## config.mk

```make
export PLATFORM = sky130hd
export DESIGN_NAME = clk_gate_bank
export DESIGN_NICKNAME = d
export VERILOG_FILES = /design/src/rtl/gate_pkg.sv /design/src/rtl/gate_ctrl.sv /design/src/rtl/gate_datapath.sv /design/src/rtl/clk_gate_bank.sv
export SDC_FILE = /design/constraint.sdc
export NUM_CORES = 1
export LEC_CHECK = 0
export CAP_MARGIN = 20
export CORE_UTILIZATION = 56
export DETAILED_ROUTE_END_ITERATION = 8
export PLACE_DENSITY = 0.86
export SLEW_MARGIN = 20
export SYNTH_ARGS = -nofsm -noshare
export SYNTH_HDL_FRONTEND = slang
export SYNTH_HIERARCHICAL = 1
export SYNTH_SLANG_ARGS = --single-unit
```

## constraint.sdc

```tcl
create_clock -name clk -period 9.4 [get_ports clk]
set_input_delay 1.88 -clock clk [delete_from_list [all_inputs] [get_ports clk]]
set_output_delay 1.88 -clock clk [all_outputs]
set_load 0.01 [all_outputs]
```

## src/rtl/gate_pkg.sv

```systemverilog
package gate_pkg;

  typedef enum logic [1:0] {
    PWR_RUN  = 2'b00,
    PWR_WAIT = 2'b01,
    PWR_STOP = 2'b10
  } pwr_e;

  // strobes from control to datapath
  typedef struct packed {
    logic gateWr;
    logic gateSel;
    logic modeSel;
    pwr_e pwrState;
  } gateStrobe_t;

  // policy decode: does a gate with this code run in this power state
  function automatic logic gateAllow(input logic [1:0] code, input pwr_e st);
    case (code)
      2'b01:   return st == PWR_RUN;
      2'b11:   return st != PWR_STOP;
      default: return 1'b0;
    endcase
  endfunction

endpackage

```

## src/rtl/gate_ctrl.sv

```systemverilog
module gate_ctrl
  import gate_pkg::*;
#(
  parameter int NUM_REGS = 8,
  parameter int ADDR_W   = 4
) (
  input  logic              clk,
  input  logic              rstN,
  input  logic              regWrEn,
  input  logic [ADDR_W-1:0] regAddr,
  input  logic [1:0]        modeWrData,
  input  logic              sleepReq,
  input  logic              wakeReq,
  output gateStrobe_t       strobe,
  output logic [1:0]        sleepMode
);

  localparam logic [ADDR_W-1:0] MODE_ADDR = ADDR_W'(NUM_REGS);

  logic isGate;
  logic isMode;
  pwr_e pwrQ;
  pwr_e pwrD;

  assign isGate = regAddr < MODE_ADDR;
  assign isMode = regAddr == MODE_ADDR;

  always_ff @(posedge clk) begin
    if (!rstN) begin
      sleepMode <= 2'b00;
    end else if (regWrEn && isMode) begin
      sleepMode <= modeWrData;
    end
  end

  // wake wins; sleep is acted on only from run
  always_comb begin
    pwrD = pwrQ;
    if (wakeReq) begin
      pwrD = PWR_RUN;
    end else if (pwrQ == PWR_RUN && sleepReq) begin
      case (sleepMode)
        2'b01:   pwrD = PWR_WAIT;
        2'b10:   pwrD = PWR_STOP;
        default: pwrD = PWR_RUN;
      endcase
    end
  end

  always_ff @(posedge clk) begin
    if (!rstN) pwrQ <= PWR_RUN;
    else       pwrQ <= pwrD;
  end

  always_comb begin
    strobe.gateWr   = regWrEn && isGate;
    strobe.gateSel  = isGate;
    strobe.modeSel  = isMode;
    strobe.pwrState = pwrQ;
  end

endmodule

```

## src/rtl/gate_datapath.sv

```systemverilog
module gate_datapath
  import gate_pkg::*;
#(
  parameter int NUM_REGS  = 8,
  parameter int FIELDS    = 16,
  parameter int REG_W     = 2 * FIELDS,
  parameter int NUM_GATES = NUM_REGS * FIELDS,
  parameter int IDX_W     = $clog2(NUM_REGS)
) (
  input  logic                 clk,
  input  logic                 rstN,
  input  gateStrobe_t          strobe,
  input  logic [IDX_W-1:0]     regIdx,
  input  logic [REG_W-1:0]     wrData,
  input  logic [NUM_GATES-1:0] rawEn,
  output logic [REG_W-1:0]     rdGate,
  output logic [NUM_GATES-1:0] gatedEn
);

  logic [REG_W-1:0]     bankQ [NUM_REGS];
  logic [NUM_GATES-1:0] allowVec;

  always_ff @(posedge clk) begin
    if (!rstN) begin
      for (int r = 0; r < NUM_REGS; r++) bankQ[r] <= '1;
    end else if (strobe.gateWr) begin
      bankQ[regIdx] <= wrData;
    end
  end

  assign rdGate = strobe.gateSel ? bankQ[regIdx] : '0;

  for (genvar g = 0; g < NUM_GATES; g++) begin : g_gate
    localparam int REG_I = g / FIELDS;
    localparam int FLD_I = g % FIELDS;
    assign allowVec[g] = gateAllow(bankQ[REG_I][2*FLD_I +: 2], strobe.pwrState);
  end

  always_ff @(posedge clk) begin
    if (!rstN) gatedEn <= '0;
    else       gatedEn <= rawEn & allowVec;
  end

endmodule

```

## src/rtl/clk_gate_bank.sv

```systemverilog
module clk_gate_bank
  import gate_pkg::*;
#(
  parameter  int NUM_REGS  = 8,
  parameter  int FIELDS    = 16,
  localparam int REG_W     = 2 * FIELDS,
  localparam int NUM_GATES = NUM_REGS * FIELDS,
  localparam int ADDR_W    = $clog2(NUM_REGS + 1),
  localparam int IDX_W     = $clog2(NUM_REGS)
) (
  input  logic                 clk,
  input  logic                 rstN,
  input  logic                 regWrEn,
  input  logic [ADDR_W-1:0]    regAddr,
  input  logic [REG_W-1:0]     regWrData,
  output logic [REG_W-1:0]     regRdData,
  input  logic                 sleepReq,
  input  logic                 wakeReq,
  input  logic [NUM_GATES-1:0] rawEn,
  output logic [NUM_GATES-1:0] gatedEn,
  output logic [1:0]           curMode
);

  gateStrobe_t      strobe;
  logic [1:0]       sleepMode;
  logic [REG_W-1:0] rdGate;

  gate_ctrl #(
    .NUM_REGS(NUM_REGS),
    .ADDR_W  (ADDR_W)
  ) u_ctrl (
    .clk       (clk),
    .rstN      (rstN),
    .regWrEn   (regWrEn),
    .regAddr   (regAddr),
    .modeWrData(regWrData[1:0]),
    .sleepReq  (sleepReq),
    .wakeReq   (wakeReq),
    .strobe    (strobe),
    .sleepMode (sleepMode)
  );

  gate_datapath #(
    .NUM_REGS (NUM_REGS),
    .FIELDS   (FIELDS),
    .REG_W    (REG_W),
    .NUM_GATES(NUM_GATES),
    .IDX_W    (IDX_W)
  ) u_dp (
    .clk    (clk),
    .rstN   (rstN),
    .strobe (strobe),
    .regIdx (regAddr[IDX_W-1:0]),
    .wrData (regWrData),
    .rawEn  (rawEn),
    .rdGate (rdGate),
    .gatedEn(gatedEn)
  );

  assign regRdData = strobe.modeSel ? {{(REG_W-2){1'b0}}, sleepMode} : rdGate;
  assign curMode   = strobe.pwrState;

endmodule

```

==> impl_results.md <==
- Netlist cell types: 42
- Worst slew pin tran: 1.13 ns
- I/O pin cnt: 331
- Unrepaired setup endpoints after global routing: false
- Net Count, Synth: 1483
- VDD IR max: 0.000147 V
- Mean Syn Cell Area: 12.4 um^2
- Filler cells: 1796
- Critical path origin: regAddr[1]
- Status: finished, final reports clean
- Detailed Route WL: 52.9 mm
- CP max-delay cell: nor2b_2
- Fraction of registers with async set/reset: 0
- Initial antenna violation count: 1
- Total iterations of the first detailed-routing run: 5
- Internal reg-to-reg setup slack: 6.84 ns
- Largest area contributor in the netlist: edfxtp_1
- Initial core utilization: 0.568
- Maximum number of pins on one net before global-route repair: 101
- DIE AREA: 0.0297 mm^2
- Worst-path cell chain: buf_4, nor2b_2, buf_4, a22oi_1, a21oi_1, o21a_1, nor2b_1, clkdlybuf4s50_1
- I/O Buffers: 330
- Buf/Inv on CP: 3
- DRT antenna net count: 0
- Post-CTS Setup Inserts: 0
- GR Util All Layers: 0.352
- Drt wl/cell: 26.4 um
- Worst Setup EP: regRdData[13]
- Detailed Route Iter0 Violations: 1621
- Layout Nets: 1757
- R2R depth: 4
- CTS Buffer Depth: 3
- Layout area overhead: 30.0%
- Num CTS Buffers: 39
- Width of the die: 172 um
- Worst Path Required: 7.52 ns
- DR vias/cell: 6.58
- Critical Path Start Type: input port
- Max-slew violation count: 0
- CP arrival: 5.05 ns
- Metal2 WL: 25.0 mm
- Worst-skew pair later-pin latency: 0.52 ns
- Leak: 7.01 nW
- Fin cells: 2004
- Hold buffers post-CTS: 0
- Leading cell type by number of instances after synthesis: edfxtp_1
- Layout cell share with drive strength beyond 1: 0.0909
- Delay-heaviest family, CP: buffers and inverters
- Final worst-path cycle share: 0.737
- Yosys reg bits: 388
- Post-DP HPWL: 32.4 mm
- Final Hold Fails: 0
- First-pass GRT wire length: 76.6 mm
- Ys flop type: edfxtp_1
- Relative slew slack: 0.244
- CP dominant cell by count: buf_4
- Number of global-route vias before repair: 13000
- RD Place Congestion: 0.909
- Vias: 13200
- Register area share after synthesis: 0.635
- # DRC: 0
- Placed cells: 1929
- Worst hold path class: reg2reg
- Commonest cells post-synth: edfxtp_1, or3_1, nor2_1
- Post-synth EDFFs: 256
- Final setup violation count: 0
- Clock Skew: 0.0139 ns
- Netlist Area Pre-Place: 0.0163 mm^2
- Post-Route M1 WL: 19.1 mm
- Critical path depth: 8
- Post-synth top area share: 0.473
- PostCTS Resize Cnt: 0
- Clock Sinks: 388
- Max-cap check violation count: 0
- Setup TNS: 0 ns
- Total grt overflow: 0
- R2R Path End: u_dp/gatedEn[104]
- # rows: 62
- CP max FO: 52
- Uppermost layer routed: met4
- Synth Instances: 1314
- Post-layout minimum cycle time: 6.93 ns
- Core outline area: 0.0286 mm^2
- Clock-pin slew on the worst setup and hold paths: 0.06 ns
- Capturing element type of the critical path: output pin
- Metal3 WL: 5.98 mm
- H-tree Lvls: 2
- Slowest cell delay on critical path: 0.83 ns
- Crit Path Class: in2out
- Power Density: 188 mW/mm^2
- Die H: 172 um
- RR Startpoint: u_ctrl/pwrQ[1]
- Area contributors post-synth: edfxtp_1, dfxtp_1, or3_1
- Achievable frequency: 144 MHz
- CTS tree: yes
- Root buf cell: clkbuf_16
- YS warnings: 6
-- cell families after synthesis --
family / Yosys count / synth area share
AOI/OAI and AO/OA: 316 / 0.149
muxes: 29 / 0.0227
DFF: 388 / 0.635
and+or+nand+nor: 458 / 0.159
buffers and inverters: 123 / 0.0342
-- how the worst min path moves through the flow --
stage,startpoint,depth (start not counted),slack [ns],endpoint
floorplan,u_ctrl/sleepMode[1],2,0.46,u_ctrl/sleepMode[1]
global placement,u_ctrl/sleepMode[1],2,0.48,u_ctrl/sleepMode[1]
detailed placement,u_ctrl/sleepMode[1],2,0.49,u_ctrl/sleepMode[1]
CTS,u_ctrl/sleepMode[1],2,0.50,u_ctrl/sleepMode[1]
global route,u_ctrl/sleepMode[1],2,0.53,u_ctrl/sleepMode[1]
finish,u_ctrl/sleepMode[1],2,0.50,u_ctrl/sleepMode[1]
-- registers in the layout (all words and copies together), names as in the netlist --
name / cells
u_dp/bankQ: 256
u_dp/gatedEn: 128
u_ctrl/pwrQ: 2
u_ctrl/sleepMode: 2
-- cells in the final DEF, fill, tap and decap left out, types with 4 or more instances in the layout --
master and n:
a221oi_1 29, clkinv_2 8, nor2_1 132, o21a_1 23, mux2i_1 20, nor2b_1 36, clkbuf_8 10, o22ai_1 7
mux4_2 6, edfxtp_1 256, a21boi_1 6, or3_1 192, buf_4 23, clkbuf_16 41, clkdlybuf4s50_1 327, a221oi_2 20
a21oi_1 43, nand2_1 4, o211ai_1 128, nand2b_1 66, o21ai_4 7, a22oi_1 49, dfxtp_1 132
-- metal layers --
layer,vias up,GRT usage
met4,0,0.187
met2,1066,0.566
met1,6348,0.451
met5,-,0
met3,216,0.0694
li1,5555,-
-- stage by stage --
| stage | area [um^2] | hold slack, ns | worst slack [ns] | utilization | total power [mW] |
|---|---|---|---|---|---|
| final | 21100 | 0.505 | 2.47 | 0.738 | 3.96 |
| after global routing | 21100 | 0.533 | 2.42 | 0.738 | 4.06 |
| after CTS | 21100 | 0.502 | 2.46 | 0.737 | 3.95 |
| after detailed placement | 19800 | 0.494 | 2.49 | 0.691 | 2.41 |
| after global placement | 19800 | 0.476 | 2.45 | 0.690 | 2.40 |
| after floorplan | 16300 | 0.455 | 4.10 | - | 2.16 |
-- power by group --
part	switching [mW]	internal (mW)	total, mW
sequential	0.0583	1.91	1.97
clock	0.643	0.932	1.57
combinational	0.225	0.199	0.425
total	0.927	3.04	3.96
-- cell type report --
cell class / count / area [um^2] / share of cell area
clock inverter: 16 / 138 / 0.00651
sequential: 388 / 10300 / 0.489
clock buffer: 55 / 1180 / 0.0558
tap: 384 / 480 / 0.0227
inverter: 3 / 13.8 / 0.000651
multi-input combinational: 803 / 5500 / 0.260
antenna: 2 / 5.00 / 0.000237
timing repair buffer: 353 / 3490 / 0.165
-- worst min-delay path, stage by stage, from the launching register on --
cell and delay (ns):
dfxtp_1 0.33, nand2_1 0.06, mux2i_1 0.06
No activity file was read; power rests on OpenSTA's default activity.
